File: src/rtl/cos_pkg.sv
package cos_pkg;

   localparam int unsigned BYTE_W = 8;

   typedef enum logic [1:0] {
      REG_NONE   = 2'd0,
      REG_STATUS = 2'd1,
      REG_ENABLE = 2'd2
   } cos_reg_kind_e;

   // Bank that owns a given line index.
   function automatic int unsigned bank_of(input int unsigned line);
      return line / BYTE_W;
   endfunction

endpackage

File: src/rtl/cos_sync_edge.sv
module cos_sync_edge #(
   parameter int unsigned WIDTH       = 32,
   parameter int unsigned SYNC_STAGES = 2
) (
   input  logic             clk_i,
   input  logic             rst_ni,
   input  logic [WIDTH-1:0] d_i,
   output logic [WIDTH-1:0] rise_o,
   output logic [WIDTH-1:0] fall_o
);

   logic [WIDTH-1:0] synced;
   logic [WIDTH-1:0] prev_q;

   generate
      if (SYNC_STAGES == 0) begin : g_bypass
         assign synced = d_i;
      end else begin : g_chain
         logic [SYNC_STAGES-1:0][WIDTH-1:0] stage_q;
         always_ff @(posedge clk_i or negedge rst_ni) begin
            if (!rst_ni) begin
               stage_q <= '0;
            end else begin
               stage_q[0] <= d_i;
               for (int s = 1; s < int'(SYNC_STAGES); s++) begin
                  stage_q[s] <= stage_q[s-1];
               end
            end
         end
         assign synced = stage_q[SYNC_STAGES-1];
      end
   endgenerate

   always_ff @(posedge clk_i or negedge rst_ni) begin
      if (!rst_ni) begin
         prev_q <= '0;
      end else begin
         prev_q <= synced;
      end
   end

   assign rise_o = synced & ~prev_q;
   assign fall_o = ~synced & prev_q;

endmodule

File: src/rtl/cos_reg_file.sv
module cos_reg_file
   import cos_pkg::*;
#(
   parameter int unsigned NUM_BANKS = 4,
   parameter int unsigned ADDR_W    = 4,
   parameter int unsigned STAT_BASE = 8,
   parameter int unsigned EN_ADDR   = 14,
   localparam int unsigned NUM_LINES = NUM_BANKS * BYTE_W
) (
   input  logic                 clk_i,
   input  logic                 rst_ni,
   input  logic [ADDR_W-1:0]    byte_addr_i,
   input  logic                 byte_wr_i,
   input  logic [BYTE_W-1:0]    byte_wdata_i,
   output logic [BYTE_W-1:0]    byte_rdata_o,
   input  logic                 word_wr_i,
   input  logic [NUM_LINES-1:0] word_wdata_i,
   input  logic [NUM_LINES-1:0] flags_i,
   output logic [NUM_LINES-1:0] clr_o,
   output logic [NUM_BANKS-1:0] en_rise_o,
   output logic [NUM_BANKS-1:0] en_fall_o
);

   localparam int unsigned EN_PAD = BYTE_W - 2 * NUM_BANKS;

   logic [BYTE_W-1:0]    en_q;
   cos_reg_kind_e        kind;
   logic [NUM_BANKS-1:0] stat_hit;

   // Address decode: one hit per status byte lane.
   generate
      for (genvar b = 0; b < int'(NUM_BANKS); b++) begin : g_lane
         assign stat_hit[b] = (byte_addr_i == ADDR_W'(STAT_BASE + b));
         assign clr_o[b*BYTE_W +: BYTE_W] =
            ((byte_wr_i && stat_hit[b]) ? byte_wdata_i : '0) |
            (word_wr_i ? word_wdata_i[b*BYTE_W +: BYTE_W] : '0);
      end
   endgenerate

   always_comb begin
      if (|stat_hit) begin
         kind = REG_STATUS;
      end else if (byte_addr_i == ADDR_W'(EN_ADDR)) begin
         kind = REG_ENABLE;
      end else begin
         kind = REG_NONE;
      end
   end

   // Enable byte: rising enables in the low field, falling in the next.
   always_ff @(posedge clk_i or negedge rst_ni) begin
      if (!rst_ni) begin
         en_q <= '0;
      end else if (byte_wr_i && kind == REG_ENABLE) begin
         en_q <= byte_wdata_i;
      end
   end

   assign en_rise_o = en_q[NUM_BANKS-1:0];
   assign en_fall_o = en_q[2*NUM_BANKS-1:NUM_BANKS];

   generate
      if (EN_PAD > 0) begin : g_pad_used
         logic unused_pad;
         assign unused_pad = ^en_q[BYTE_W-1:2*NUM_BANKS];
      end
   endgenerate

   // Read mux.
   always_comb begin
      byte_rdata_o = '0;
      unique case (kind)
         REG_STATUS: begin
            for (int b = 0; b < int'(NUM_BANKS); b++) begin
               if (stat_hit[b]) begin
                  byte_rdata_o = flags_i[b*BYTE_W +: BYTE_W];
               end
            end
         end
         REG_ENABLE: byte_rdata_o = en_q;
         default:    byte_rdata_o = '0;
      endcase
   end

endmodule

File: src/rtl/cos_flag_store.sv
module cos_flag_store #(
   parameter int unsigned WIDTH = 32
) (
   input  logic             clk_i,
   input  logic             rst_ni,
   input  logic [WIDTH-1:0] set_i,
   input  logic [WIDTH-1:0] clr_i,
   output logic [WIDTH-1:0] flags_o,
   output logic             any_o
);

   logic [WIDTH-1:0] flag_q;

   // A new edge outranks a clear of the same bit.
   always_ff @(posedge clk_i or negedge rst_ni) begin
      if (!rst_ni) begin
         flag_q <= '0;
      end else begin
         flag_q <= (flag_q & ~clr_i) | set_i;
      end
   end

   assign flags_o = flag_q;
   assign any_o   = |flag_q;

endmodule

File: src/rtl/cos_edge_monitor.sv
module cos_edge_monitor
   import cos_pkg::*;
#(
   parameter int unsigned NUM_BANKS   = 4,
   parameter int unsigned ADDR_W      = 4,
   parameter int unsigned STAT_BASE   = 8,
   parameter int unsigned EN_ADDR     = 14,
   parameter int unsigned SYNC_STAGES = 2,
   localparam int unsigned NUM_LINES  = NUM_BANKS * BYTE_W
) (
   input  logic                 clk_i,
   input  logic                 rst_ni,
   input  logic [NUM_LINES-1:0] lines_i,
   input  logic [ADDR_W-1:0]    byte_addr_i,
   input  logic                 byte_wr_i,
   input  logic [BYTE_W-1:0]    byte_wdata_i,
   output logic [BYTE_W-1:0]    byte_rdata_o,
   input  logic                 word_wr_i,
   input  logic [NUM_LINES-1:0] word_wdata_i,
   output logic [NUM_LINES-1:0] word_rdata_o,
   output logic                 irq_o
);

   // Elaboration-time parameter checks.
   generate
      if (2 * NUM_BANKS > BYTE_W) begin : g_bad_banks
         $error("enable byte cannot hold two bits per bank");
      end
      if (STAT_BASE + NUM_BANKS > (1 << ADDR_W)) begin : g_bad_stat
         $error("status bytes exceed the address space");
      end
      if (EN_ADDR >= (1 << ADDR_W)) begin : g_bad_en
         $error("enable offset exceeds the address space");
      end
      if (EN_ADDR >= STAT_BASE && EN_ADDR < STAT_BASE + NUM_BANKS) begin : g_overlap
         $error("enable offset overlaps a status byte");
      end
   endgenerate

   logic [NUM_LINES-1:0] rise_v;
   logic [NUM_LINES-1:0] fall_v;
   logic [NUM_LINES-1:0] set_vec;
   logic [NUM_LINES-1:0] clr_vec;
   logic [NUM_LINES-1:0] flag_q;
   logic [NUM_BANKS-1:0] en_rise;
   logic [NUM_BANKS-1:0] en_fall;
   logic                 any_flag;

   cos_sync_edge #(
      .WIDTH       (NUM_LINES),
      .SYNC_STAGES (SYNC_STAGES)
   ) u_edge (
      .clk_i  (clk_i),
      .rst_ni (rst_ni),
      .d_i    (lines_i),
      .rise_o (rise_v),
      .fall_o (fall_v)
   );

   // Per-bank qualification of edges by direction enables.
   generate
      for (genvar b = 0; b < int'(NUM_BANKS); b++) begin : g_qual
         assign set_vec[b*BYTE_W +: BYTE_W] =
            (rise_v[b*BYTE_W +: BYTE_W] & {BYTE_W{en_rise[b]}}) |
            (fall_v[b*BYTE_W +: BYTE_W] & {BYTE_W{en_fall[b]}});
      end
   endgenerate

   cos_reg_file #(
      .NUM_BANKS (NUM_BANKS),
      .ADDR_W    (ADDR_W),
      .STAT_BASE (STAT_BASE),
      .EN_ADDR   (EN_ADDR)
   ) u_regs (
      .clk_i        (clk_i),
      .rst_ni       (rst_ni),
      .byte_addr_i  (byte_addr_i),
      .byte_wr_i    (byte_wr_i),
      .byte_wdata_i (byte_wdata_i),
      .byte_rdata_o (byte_rdata_o),
      .word_wr_i    (word_wr_i),
      .word_wdata_i (word_wdata_i),
      .flags_i      (flag_q),
      .clr_o        (clr_vec),
      .en_rise_o    (en_rise),
      .en_fall_o    (en_fall)
   );

   cos_flag_store #(
      .WIDTH (NUM_LINES)
   ) u_flags (
      .clk_i   (clk_i),
      .rst_ni  (rst_ni),
      .set_i   (set_vec),
      .clr_i   (clr_vec),
      .flags_o (flag_q),
      .any_o   (any_flag)
   );

   assign word_rdata_o = flag_q;
   assign irq_o        = any_flag;

endmodule

File: config.mk
export PLATFORM = sky130hd
export DESIGN_NAME = cos_edge_monitor
export DESIGN_NICKNAME = d
export VERILOG_FILES = /design/src/rtl/cos_pkg.sv /design/src/rtl/cos_sync_edge.sv /design/src/rtl/cos_reg_file.sv /design/src/rtl/cos_flag_store.sv /design/src/rtl/cos_edge_monitor.sv
export SDC_FILE = /design/constraint.sdc
export NUM_CORES = 1
export LEC_CHECK = 0
export ABC_AREA = 1
export CAP_MARGIN = 40
export CORE_ASPECT_RATIO = 1.75
export CORE_MARGIN = 2
export CORE_UTILIZATION = 44
export DETAILED_ROUTE_END_ITERATION = 12
export GPL_ROUTABILITY_DRIVEN = 1
export GPL_TIMING_DRIVEN = 1
export PLACE_DENSITY = 0.68
export SLEW_MARGIN = 20
export SYNTH_ARGS = -nofsm -noshare
export SYNTH_HDL_FRONTEND = slang
export SYNTH_SLANG_ARGS = --single-unit
export TNS_END_PERCENT = 1
File: constraint.sdc
create_clock -name clk_i -period 1.7 [get_ports clk_i]
set_input_delay 0.34 -clock clk_i [delete_from_list [all_inputs] [get_ports clk_i]]
set_output_delay 0.34 -clock clk_i [all_outputs]
set_load 0.05 [all_outputs]
* Yosys cells after proc, flatten, opt, wreduce, memory -nomap -nowiden
Cells that the tools add are included.
** Operators by class
- Add/subtract/negate cells :: 0
- Multiply operators :: 0
- Divide/modulo/power cells :: 0
- $lt $le $gt $ge :: 0
- Eq/ne operators :: 7
- Shift-type cells :: 0
- Muxes and demuxes :: 15
- Bitwise gates (word level) :: 23
- Reduce and logical (&&, ||, !) cells :: 7
** Operators by type and width (number)
- 32-bit bitwise AND :: 3
- 8-bit two-way mux :: 12
- 32-bit NOT :: 3
- 8-bit bitwise AND :: 8
- 8-bit OR :: 8
- 32-bit OR :: 1
- 32-bit OR reduction :: 1
- 4-bit == test (second input constant) :: 5
- 8-bit case mux with 2 select lines :: 1
- 1-bit logical AND :: 5
- 2-bit two-way mux :: 2
- 4-bit OR reduction :: 1
- 2-bit by 1-bit == test with 1-bit output (second input constant) :: 1
- 2-bit == test (second input constant) :: 1
** Storage, ports and cells
- Register bits :: 136
- Bits in latches :: 0
- RAM bits :: 0
- Memory bits (read-only) :: 0
- Input port bits :: 80
- Output and inout port bits :: 41
- Logic and storage cells :: 57
- Memories :: 0

* Longest topological paths before layout
- Word-level depth :: 7
- Mapped depth :: 8
- Mapped depth without buffers :: 7

* Hierarchy
From an unflattened synthesis, not the netlist that was laid out.
** Second synthesis, totals
- Cell total of the unflattened synthesis :: 665
- Area, all modules :: 5672.9 µm²
** By module, submodules not included
- cos_sync_edge :: times used 1, cells an instance 224, area each 2882.8 µm², sequential area each 2402.3 µm²
- cos_flag_store :: times used 1, cells an instance 125, area each 1272.5 µm², sequential area each 800.8 µm²
- cos_reg_file :: times used 1, cells an instance 212, area each 1117.3 µm², sequential area each 200.2 µm²
- cos_edge_monitor :: times used 1, cells an instance 104, area each 400.4 µm², sequential area each 0.0 µm²

* Worst setup path before layout
OpenSTA, ideal clock, no wires.
- Path type :: input-to-output
- Start :: input byte_addr_i[1]
- End :: output byte_rdata_o[3]
- Arrival time :: 1.323 ns
- Required time :: 1.360 ns
- Setup slack :: 0.037 ns
- Stages :: 7
- Buffers on the path :: 1
- Cell sequence :: buf_4 nand2_1 inv_1 nand2_2 inv_1 nand2_1 nand3_1
** Between the ends
- Longest elaborated chain between the ends :: 6
- Elaborated cells between the ends (all ways) :: 15
- Those cells by class :: 7 x eq/ne; 7 x mux; 1 x reduce/logical
** Ends and longest elaborated chain
- start, declared :: RTL line cos_edge_monitor.sv:14 : input logic [ADDR_W-1:0] byte_addr_i,
- 4-bit == test :: RTL line cos_reg_file.sv:33 : assign stat_hit[b] = (byte_addr_i == ADDR_W'(STAT_BASE + b));
- 8-bit two-way mux (4 in a row) :: RTL line cos_reg_file.sv:75 : if (stat_hit[b]) begin
- 8-bit case mux with 2 select lines (*) :: RTL line cos_reg_file.sv:72 : unique case (kind)
- end, declared :: RTL line cos_edge_monitor.sv:17 : output logic [BYTE_W-1:0] byte_rdata_o,
Every way passes the cells marked *; elsewhere a longest branch is shown, timed or not.

* Worst setup path in the final report
- Start :: register u_flags.flag_q[8], in the netlist u_flags.flags_o[8]
- End :: output irq_o
** Between the ends
- Longest elaborated chain between the ends :: 1
** Ends and longest elaborated chain
- start, declared :: RTL line cos_flag_store.sv:12 : logic [WIDTH-1:0] flag_q;
- start signal, assigned :: RTL line cos_flag_store.sv:19 : flag_q <= (flag_q & ~clr_i) | set_i;
- 32-bit OR reduction :: RTL line cos_flag_store.sv:24 : assign any_o = |flag_q;
- end, declared :: RTL line cos_edge_monitor.sv:21 : output logic irq_o
No other way between the ends.

==> results.yml <==
final_layout:
  syn_to_final_growth_pct: 48.4
  fin_util_pct: 66.7
  drive_gt1_share_pct: 23.0
  antenna_cells: 0
  fin_nets: 775
  nFillCells: 910
  instances_no_fill: 843
  seq_area_sq_mm: 0.00341
  multiInputGateArea_sq_mm: 0.00157
sta:
  fin_tns_setup_ns: -0.959
  slew-limit-headroom_pct: 72.5
  min_period_ns: 1.90
  whs_ns: 0.344
  grt_setup_unrepaired: "true"
  fin_ws_ns: -0.204
  hold_violations: 0
  post-route-period-util_pct: 112
  clock.fmax_mhz: 525
  slew_violations: 0
  finalSetupViolCount: 9
  fin_worst_skew_ns: 0.00612
  worst_slew_pin_slew_ns: 0.412
route:
  wl_per_cell_um: 17.6
  drtAntennaViolNets: 0
  via_count: 4321
  detail_route.wirelength_um: 14800
  dr.pass1.iters: 4
  drc: 0
  first_iter_violations: 275
  drt-vias-per-instance: 5.13
yosys:
  synth_area_leader_cell: "dfrtp_1"
  synth_most_common_cell: "nand2_1"
  synth_common_cells: "nand2_1, dfrtp_1, inv_1"
  syn-instance-count: 525
  avgSynthCellArea_sq_um: 9.91
  ys_seq_area_share_pct: 65.4
  synth.distinct_cells: 20
  ys.flop_type: "dfrtp_1"
  syn-cell-area_sq_mm: 0.00520
  syn_nets: 605
  synth_edf_count: 0
  netlist.area_leader.share_pct: 65.4
  synthArstFlopShare_pct: 100
  synth_area_leaders: "dfrtp_1, nand2_1, inv_1"
  yosysWarnings: 0
  synth-seq-cells: 136
setup_path:
  crit_arrival_ns: 1.56
  setup.worst_path.class: "flop to output port"
  reg2reg_slack_ns: 0.58
  r2r-start: "u_regs.en_q[6]"
  reg2reg_depth: 4
  required_ns: 1.36
  worstPathMaxFanout: 2
  worst_setup_path_start_kind: "flop"
  r2r-end: "u_flags.flags_o[17]"
  cp-end-kind: "output port"
cts:
  htree_num_levels: 4
  cts_tree: "built"
  root_buffer: "clkbuf_16"
  numClockSinks: 136
  numCtsBuffers: 17
  clock_path_buffers: 2
  path_clk_slew_ns: 0.06
  insertion_delay_ns: 0.41
worst_hold_path:
  hold_depth: 0
  hold_path_end: "u_edge.synced[15]"
  hp-class: "flop to flop"
  hp-start: "u_edge.g_chain.stage_q[15]"
place:
  dp_cells: 804
  gp_congestion: 0.882
  portBuffers: 120
  hpwl_um: 10700
power_and_ir_drop:
  ir_worst_vdd_mv: 0.950
  p_total_uw: 9940
  power.density_mw_per_mm2: 1290
  leakage_uw: 0.00363
global_routing:
  antenna_found_initial: 0
  grt_max_degree: 49
  track_usage_pct: 24.8
  grt_pass1_vias: 4606
  overflow: 0
  grt_pass1_wl_um: 23600
job:
  drv_cap: 0
die:
  die_h_um: 148
  die-area_sq_mm: 0.0127
  row_count: 52
  core_area_sq_mm: 0.0116
  floorplan.initialDensity_pct: 44.9
  dieWidth_um: 86.2
  top_level_ports: 121
status:
  violations: "setup timing"
  status: "finished, violations left"
kinds of logic (layout without fill, tap and decap cells):
family | count (synthesis) | count (layout) | share of synthesized area [%]
simple gates | 253 | 253 | 21.6
flops | 136 | 136 | 65.4
compound gates | 62 | 62 | 7.36
buf+inv | 74 | 257 | 5.58
how the worst max path moves through the flow:
stage                              from              end  slack (ns)  depth (start not counted)
floorplan                byte_addr_i[1]  byte_rdata_o[3]        0.04                          7
global placement         byte_addr_i[1]  byte_rdata_o[0]       -0.42                          8
detailed placement       byte_addr_i[1]  byte_rdata_o[6]       -0.44                          8
CTS                 u_flags.flags_o[14]            irq_o       -0.19                          7
global route        u_flags.flags_o[14]            irq_o       -0.27                          7
finish               u_flags.flags_o[8]            irq_o       -0.20                          7
metrics by stage:
stage	area, sq um	setup WS (ns)
6_report	7720	-0.204
5_1_grt	7720	-0.268
4_1_cts	7700	-0.194
3_5_place_dp	6950	-0.436
3_3_place_gp	6950	-0.419
2_1_floorplan	5200	0.0370
placed cells by master (no fill, tap or decap), types with 3 or more instances in the layout:
master	count
nand2_1	144
nor3_2	7
a21oi_2	4
inv_6	3
dfrtp_2	6
buf_12	21
nor2_1	7
o211ai_1	7
clkdlybuf4s15_2	4
buf_6	4
nand3_1	40
clkdlybuf4s50_1	74
nor3_1	34
clkinv_4	3
inv_1	52
a21oi_1	19
clkinv_1	4
nand2_2	9
inv_2	5
clkbuf_16	17
dfrtp_1	130
buf_4	59
nor2_4	6
a31oi_1	32
bufinv_16	3
layer usage:
layer  up-vias  routed length [um]  track usage [%]
met1      2081                5610             29.8
li1       2053                   -                -
met5         -                   0                0
met2       151                7850             42.1
met4         0                 560             13.4
met3        36                 783             4.02
worst max-delay path, cell delays in order, from the launching register on:
cell and delay (ns):
dfrtp_1 0.38, inv_1 0.07, nand2_1 0.07, nor3_2 0.13
nand2_1 0.11, nor2_2 0.15, nand2_1 0.09, buf_6 0.16
area by class of cell:
class	instances	share of cell area, %
well taps	135	2.19
flip-flops and latches	136	44.2
repair buffers	164	22.3
clock inverters	13	2.17
inverters	61	2.97
clock buffers	19	5.87
multi-input cells	315	20.4
report_power, final:
group / switching [uW] / internal, uW / leakage (uW)
clock: 1430 / 2400 / 0.000300
sequential: 258 / 3550 / 0.00157
combinational: 1400 / 905 / 0.00176
flip-flops by register name (all words and copies together), names as in the netlist:
name                    count
u_edge.g_chain.stage_q     32
u_edge.prev_q              32
u_edge.synced              32
u_flags.flags_o            32
u_regs.en_q                 8
timing repair:
action | CTS | global route
endpoints found under the setup margin | 9 | 9
hold buffers | 1 | 0
hold endpoints to repair | 16 | 0
cloned | 0 | 0
pin swaps | 5 | 4
setup buffers | 6 | 0
resized for setup | 41 | 7
Power figures use the tool's default switching activity.
